$ cat config.mk
export PLATFORM = sky130hd
export DESIGN_NAME = xgmii_tx_gap
export DESIGN_NICKNAME = d
export VERILOG_FILES = /design/src/rtl/xgtx_pkg.sv /design/src/rtl/xgtx_ctrl.sv /design/src/rtl/xgtx_datapath.sv /design/src/rtl/xgtx_widen.sv /design/src/rtl/xgmii_tx_gap.sv
export SDC_FILE = /design/constraint.sdc
export NUM_CORES = 1
export LEC_CHECK = 0
export BUFFER_PORTS_ARGS = -buffer_cell sky130_fd_sc_hd__buf_2
export CORE_MARGIN = 2
export CORE_UTILIZATION = 40
export DETAILED_ROUTE_END_ITERATION = 7
export PLACE_DENSITY = 0.7
export SETUP_SLACK_MARGIN = 0.2
export SLEW_MARGIN = 10
export SYNTH_ARGS = -nofsm -noshare
export SYNTH_HDL_FRONTEND = slang
export SYNTH_SLANG_ARGS = --single-unit
$ cat constraint.sdc
create_clock -name clk -period 3.85 [get_ports clk]
set_clock_uncertainty 0.15 [all_clocks]
set_input_delay 0.5775 -clock clk [delete_from_list [all_inputs] [get_ports clk]]
set_output_delay 0.5775 -clock clk [all_outputs]
set_load 0.01 [all_outputs]
$ cat src/rtl/xgtx_pkg.sv
package xgtx_pkg;

  localparam logic [7:0] IDLE_CH  = 8'h07;
  localparam logic [7:0] START_CH = 8'hFB;
  localparam logic [7:0] TERM_CH  = 8'hFD;

  // Per-cycle instruction from control to the datapath.
  typedef struct packed {
    logic       idleAll;   // whole word idle
    logic       pass;      // copy source bytes
    logic       start;     // replace lane 0 with start character
    logic       termEn;    // terminate on termLane, idle above it
    logic [1:0] termLane;
  } xgtx_strobe_t;

endpackage

$ cat src/rtl/xgtx_ctrl.sv
module xgtx_ctrl
  import xgtx_pkg::*;
#(
  parameter int MIN_GAP = 12,
  parameter int DEF_W   = 2
) (
  input  logic         clk,
  input  logic         rstN,
  input  logic         dicEn,
  input  logic         inValid,
  input  logic         inLast,
  input  logic [2:0]   inBytes,
  output logic         inReady,
  output xgtx_strobe_t strobe
);

  localparam int LANES     = 4;
  localparam int GAP_WORDS = MIN_GAP / LANES - 1;
  localparam int CNT_W     = $clog2(GAP_WORDS + 2);
  localparam int DEF_MAX   = (1 << DEF_W) - 1;

  typedef enum logic [1:0] {S_IDLE, S_DATA, S_TERM, S_GAP} state_t;

  state_t            state, nextState;
  logic [CNT_W-1:0]  gapLeft, nextGap;
  logic [DEF_W-1:0]  deficit, nextDef;

  // Rounding decision for a terminate landing on lane tail.
  logic [1:0]        tail;
  logic [2:0]        padBytes;
  logic [DEF_W+2:0]  defWide, trimSum, padWide;
  logic              trimOk;
  logic [CNT_W-1:0]  decWords;
  logic [DEF_W-1:0]  decDef;

  always_comb begin
    tail     = inBytes[1:0];
    padBytes = 3'(LANES) - {1'b0, tail};
    defWide  = '0;
    defWide[DEF_W-1:0] = deficit;
    padWide  = '0;
    padWide[2:0] = padBytes;
    trimSum  = defWide + {{(DEF_W+1){1'b0}}, tail};
    trimOk   = dicEn && (trimSum <= (DEF_W+3)'(DEF_MAX));
    if (trimOk) begin
      decWords = CNT_W'(GAP_WORDS);
      decDef   = trimSum[DEF_W-1:0];
    end else begin
      decWords = CNT_W'(GAP_WORDS + 1);
      if (dicEn && (defWide > padWide)) decDef = DEF_W'(defWide - padWide);
      else                              decDef = '0;
    end
  end

  always_comb begin
    strobe    = '0;
    inReady   = 1'b0;
    nextState = state;
    nextGap   = gapLeft;
    nextDef   = dicEn ? deficit : '0;
    unique case (state)
      S_IDLE, S_DATA: begin
        inReady = 1'b1;
        if (inValid) begin
          strobe.pass  = 1'b1;
          strobe.start = (state == S_IDLE);
          if (!inLast) begin
            nextState = S_DATA;
          end else if (tail == 2'd0) begin
            nextState = S_TERM;
          end else begin
            strobe.termEn   = 1'b1;
            strobe.termLane = tail;
            nextGap         = decWords;
            nextDef         = decDef;
            nextState       = S_GAP;
          end
        end else begin
          strobe.idleAll = 1'b1;
        end
      end
      S_TERM: begin
        strobe.termEn   = 1'b1;
        strobe.termLane = 2'd0;
        nextGap         = CNT_W'(GAP_WORDS);
        nextState       = S_GAP;
      end
      default: begin
        strobe.idleAll = 1'b1;
        nextGap        = gapLeft - 1'b1;
        if (gapLeft == CNT_W'(1)) nextState = S_IDLE;
      end
    endcase
  end

  always_ff @(posedge clk) begin
    if (!rstN) begin
      state   <= S_IDLE;
      gapLeft <= '0;
      deficit <= '0;
    end else begin
      state   <= nextState;
      gapLeft <= nextGap;
      deficit <= nextDef;
    end
  end

  // a disabled cycle leaves no deficit behind
  p_dic_off_r6: assert property (@(posedge clk) disable iff (!rstN)
    !dicEn |=> (deficit == '0));

  // the gap is never cut short and the source stays stalled
  p_gap_hold_r8: assert property (@(posedge clk) disable iff (!rstN)
    (state == S_GAP && gapLeft > CNT_W'(1)) |=> (state == S_GAP && !inReady));

endmodule

$ cat src/rtl/xgtx_datapath.sv
module xgtx_datapath
  import xgtx_pkg::*;
(
  input  logic         clk,
  input  logic         rstN,
  input  xgtx_strobe_t strobe,
  input  logic [31:0]  inData,
  output logic [31:0]  outData,
  output logic [3:0]   outCtrl
);

  localparam int LANES = 4;

  logic [31:0] nextData;
  logic [3:0]  nextCtrl;

  for (genvar g = 0; g < LANES; g++) begin : g_lane
    always_comb begin
      nextData[8*g +: 8] = IDLE_CH;
      nextCtrl[g]        = 1'b1;
      if (strobe.pass) begin
        nextData[8*g +: 8] = inData[8*g +: 8];
        nextCtrl[g]        = 1'b0;
      end
      if (strobe.start && g == 0) begin
        nextData[8*g +: 8] = START_CH;
        nextCtrl[g]        = 1'b1;
      end
      if (strobe.termEn) begin
        if (g == int'(strobe.termLane)) begin
          nextData[8*g +: 8] = TERM_CH;
          nextCtrl[g]        = 1'b1;
        end else if (g > int'(strobe.termLane)) begin
          nextData[8*g +: 8] = IDLE_CH;
          nextCtrl[g]        = 1'b1;
        end
      end
      if (strobe.idleAll) begin
        nextData[8*g +: 8] = IDLE_CH;
        nextCtrl[g]        = 1'b1;
      end
    end
  end

  always_ff @(posedge clk) begin
    if (!rstN) begin
      outData <= {LANES{IDLE_CH}};
      outCtrl <= '1;
    end else begin
      outData <= nextData;
      outCtrl <= nextCtrl;
    end
  end

  logic hasTerm;
  always_comb begin
    hasTerm = 1'b0;
    for (int i = 0; i < LANES; i++)
      if (outCtrl[i] && outData[8*i +: 8] == TERM_CH) hasTerm = 1'b1;
  end

  for (genvar g = 1; g < LANES; g++) begin : g_chk
    // start character never leaves lane 0
    p_start_lane0_r2: assert property (@(posedge clk) disable iff (!rstN)
      !(outCtrl[g] && outData[8*g +: 8] == START_CH));
  end

  // a terminate word is followed by an all-idle word
  p_idle_after_term_r3: assert property (@(posedge clk) disable iff (!rstN)
    hasTerm |=> (outCtrl == 4'hF && outData == {LANES{IDLE_CH}}));

endmodule

$ cat src/rtl/xgtx_widen.sv
module xgtx_widen (
  input  logic        clk,
  input  logic        rstN,
  input  logic [31:0] inData,
  input  logic [3:0]  inCtrl,
  output logic [63:0] outData,
  output logic [7:0]  outCtrl,
  output logic        outValid
);

  logic        phase;
  logic [31:0] loData;
  logic [3:0]  loCtrl;

  always_ff @(posedge clk) begin
    if (!rstN) begin
      phase    <= 1'b0;
      loData   <= '0;
      loCtrl   <= '0;
      outData  <= '0;
      outCtrl  <= '0;
      outValid <= 1'b0;
    end else begin
      phase    <= ~phase;
      outValid <= phase;
      if (!phase) begin
        loData <= inData;
        loCtrl <= inCtrl;
      end else begin
        outData <= {inData, loData};
        outCtrl <= {inCtrl, loCtrl};
      end
    end
  end

  // one wide word per two narrow words
  p_strobe_alt_r9: assert property (@(posedge clk) disable iff (!rstN)
    outValid |=> !outValid);

endmodule

$ cat src/rtl/xgmii_tx_gap.sv
module xgmii_tx_gap
  import xgtx_pkg::*;
#(
  parameter int MIN_GAP  = 12,
  parameter int DEF_W    = 2,
  parameter bit WIDE_BUS = 1'b0,
  localparam int OUT_WORDS = WIDE_BUS ? 2 : 1
) (
  input  logic                   clk,
  input  logic                   rstN,
  input  logic                   dicEn,
  input  logic                   inValid,
  output logic                   inReady,
  input  logic [31:0]            inData,
  input  logic                   inLast,
  input  logic [2:0]             inBytes,
  output logic [32*OUT_WORDS-1:0] xgmiiData,
  output logic [4*OUT_WORDS-1:0]  xgmiiCtrl,
  output logic                   xgmiiValid
);

  xgtx_strobe_t strobe;
  logic [31:0]  coreData;
  logic [3:0]   coreCtrl;

  xgtx_ctrl #(.MIN_GAP(MIN_GAP), .DEF_W(DEF_W)) ctrl_i (
    .clk(clk), .rstN(rstN), .dicEn(dicEn), .inValid(inValid),
    .inLast(inLast), .inBytes(inBytes), .inReady(inReady), .strobe(strobe)
  );

  xgtx_datapath dp_i (
    .clk(clk), .rstN(rstN), .strobe(strobe), .inData(inData),
    .outData(coreData), .outCtrl(coreCtrl)
  );

  if (WIDE_BUS) begin : g_wide
    xgtx_widen widen_i (
      .clk(clk), .rstN(rstN), .inData(coreData), .inCtrl(coreCtrl),
      .outData(xgmiiData), .outCtrl(xgmiiCtrl), .outValid(xgmiiValid)
    );
  end else begin : g_narrow
    assign xgmiiData  = coreData;
    assign xgmiiCtrl  = coreCtrl;
    assign xgmiiValid = 1'b1;
  end

endmodule

==> summary.md <==
| Metric | Value |
|---|---|
| Hold Path Class | reg -> reg |
| Number of global-route vias before repair | 1,202 |
| First-pass GRT wire length | 5260 um |
| MaxCap Viol Count | 0 |
| Clk_lat worst skew | 0.29 ns |
| Leading post-synthesis cells by cell area | dfxtp_1 (51%), a21oi_1 (4.5%), nand2_1 (4.3%) |
| Synth async-reset ratio | 0% |
| WL final | 3460 um |
| Die width | 68.4 um |
| Yosys warns | 0 |
| Crit Path Max Fanout | 4 |
| Initial antenna violation count | 0 |
| Hold path depth | 2 |
| Slew @ Worst Pin | 0.600 ns |
| Global route overflow | 0 |
| Final-report setup violation count | 0 |
| Clk slew on worst S/H paths | 0.08 ns |
| Mapped cell area | 1660 um^2 |
| Max-Slew Margin vs Limit | 60.0% |
| # port buffers | 75 |
| Synth Flop Type | dfxtp_1 |
| DR vias | 1,368 |
| Starting Density | 41.5% |
| Critical Path RT | 3.94 ns |
| Drt pass-1 iters | 4 |
| # Post-CTS Setup Buffers | 0 |
| Final hold violations | 0 |
| # DRC | 0 |
| RSZ-0062 raised after global routing | false |
| Synthesis-stage register bit count | 42 |
| Setup TNS | 0 ns |
| Placed instance count | 287 |
| Cell variety after synth | 39 |
| CP Capture Type | flip-flop |
| Yosys top cell by area | dfxtp_1 |
| Core Rows | 23 |
| Leakage | 1.07 nW |
| Gate power share | 12.6% |
| Share of cells above drive strength 1 | 37.1% |
| Vias per inst | 4.64 |
| Peak supply drop | 0.238 mV |
| Finished Layout Cells | 295 |
| Cells after synthesis | 170 |
| P&R area growth vs syn | 31.3% |
| Hold-fix buffers, CTS | 0 |
| Sequential area share after synthesis | 50.6% |
| Reg2Reg Depth | 4 |
| Gpl congestion | 0.800 |
| Final #Nets | 290 |
| Slew Limit Fails | 0 |
| Routed length per instance | 11.7 um |
| Leading cell type in the layout, fill and taps excluded | buf_2 |
| Pwr Total | 0.00102 W |
| Startpoint types | input port |
| Net Sw Power | 0.000229 W |
| Final HPWL DP | 2660 um |
| Power Density | 469 nW/um^2 |
| Clock sink count | 42 |
| Most frequent cells in the layout | buf_2 (75), dfxtp_1 (42), nand2_1 (19) |
| Top Ports | 78 |
| Die Y | 68.4 um |
| Clk buf depth | 2 |
| Synthesized net count | 216 |
| Fin crit share | 56.6% |
| Max incr delay on CP | 0.41 ns |
| Final std cell area, no fill | 2180 um^2 |
| Core area | 4000 um^2 |
| Sw Share | 22.4% |
| Post-route antenna net violation count | 0 |
| Crit-path slowest cell | a2111oi_0 |
| CTS Buf Count | 5 |
| Yosys top cell area share | 50.6% |
| Clock share of power | 41.6% |
| Die area | 4680 um^2 |
| Run status | finished clean |
| DR iter-0 viols | 59 |
| Fin crit period | 2.18 ns |
| Post-DP Area | 2040 um^2 |
| Worst Path Arrival | 2.27 ns |
| Largest net degree at the start of global routing | 16 |
| Crit path cell chain | buf_2 > inv_1 > ha_1 > inv_1 > ha_1 > nor2b_1 > o2111ai_1 > a2111oi_0 > a41o_1 |
| Mean Syn Cell Area | 9.77 um^2 |
| GRT Overall Usage | 15.3% |
| Fmax | 0.459 GHz |
| Share of total power in sequential cells | 45.8% |
| Root buf cell | clkbuf_8 |
| Post-synth EDFFs | 0 |
| Diodes inserted | 0 |
| CTS tree | done |
| Pint | 0.000793 W |
| Final core utilization | 54.5% |
| CP Class | in -> reg |
| # H-tree levels | 2 |
| R2R Setup Slk | 1.91 ns |
| Post-cts sizing count | 0 |
-- metal layers --
layer	global-route usage, %	up-vias	share of wire, %
met5	0	-	0
met4	5.50	0	1.1
met3	5.26	5	7.2
met2	26.1	47	46
met1	17.7	595	45
li1	-	721	-
-- power by group through the flow --
stage	Clock (W)	Combinational (W)	Sequential [W]
2_1_floorplan	0	0.0000764	0.000485
3_3_place_gp	0	0.000127	0.000478
3_5_place_dp	0	0.000130	0.000478
4_1_cts	0.000429	0.000130	0.000468
5_1_grt	0.000451	0.000146	0.000471
6_report	0.000425	0.000129	0.000468
-- state kept, by name, indices dropped and copies added (netlist names) --
register        count
dp_i.outCtrl        4
ctrl_i.state        2
ctrl_i.gapLeft      2
dp_i.outData       32
ctrl_i.deficit      2
-- layout make-up --
class	count	area, um^2
clock inverter	2	60.1
multi-input combinational	107	709
timing repair buffer	75	375
sequential	42	841
inverter	13	48.8
clock buffer	6	82.6
fill	382	1820
tap	50	62.6
-- metrics by stage --
step	setup slack (ns)	hold slack, ns
final	1.67	0.307
after floorplan	1.66	0.283
after global routing	1.41	0.310
after global placement	1.41	0.296
after CTS	1.66	0.311
after detailed placement	1.37	0.300
-- cells in the mapped netlist, types with 2 or more instances --
cell type,count
o21ai_0,2
buf_4,4
o21ai_2,2
nand3_1,3
or3_1,4
o22ai_1,6
inv_1,13
nor2_1,9
a21o_1,7
nand2b_1,7
a21oi_1,15
buf_6,2
nor2b_1,6
ha_1,5
and2b_1,2
nand2_1,19
dfxtp_1,42
-- path summary, 6_finish.rpt --
check                                        from                end
worst max-delay path                   inBytes[1]  ctrl_i.deficit[0]
worst min-delay path            ctrl_i.gapLeft[1]  ctrl_i.gapLeft[1]
worst max register to register    ctrl_i.state[0]   dp_i.outData[19]
worst min register to register  ctrl_i.gapLeft[1]  ctrl_i.gapLeft[1]
-- worst max-delay path: cells and delay by family --
kind | cells | cell delay, ns
AOI/OAI and AO/OA | 3 | 0.69
adders and majority gates | 2 | 0.60
buffers and inverters | 3 | 0.26
and+or+nand+nor | 1 | 0.15
-- logic make-up after synthesis --
family | Yosys count | share of synthesized area (%)
adders and majority gates | 6 | 4.97
DFF | 42 | 50.6
buffers and inverters | 21 | 6.63
and+or+nand+nor | 58 | 20.4
AOI/OAI and AO/OA | 40 | 16.0
xor gates and xnor gates | 1 | 0.528
muxes | 1 | 0.603
other | 1 | 0.226
Power figures use the tool's default switching activity.
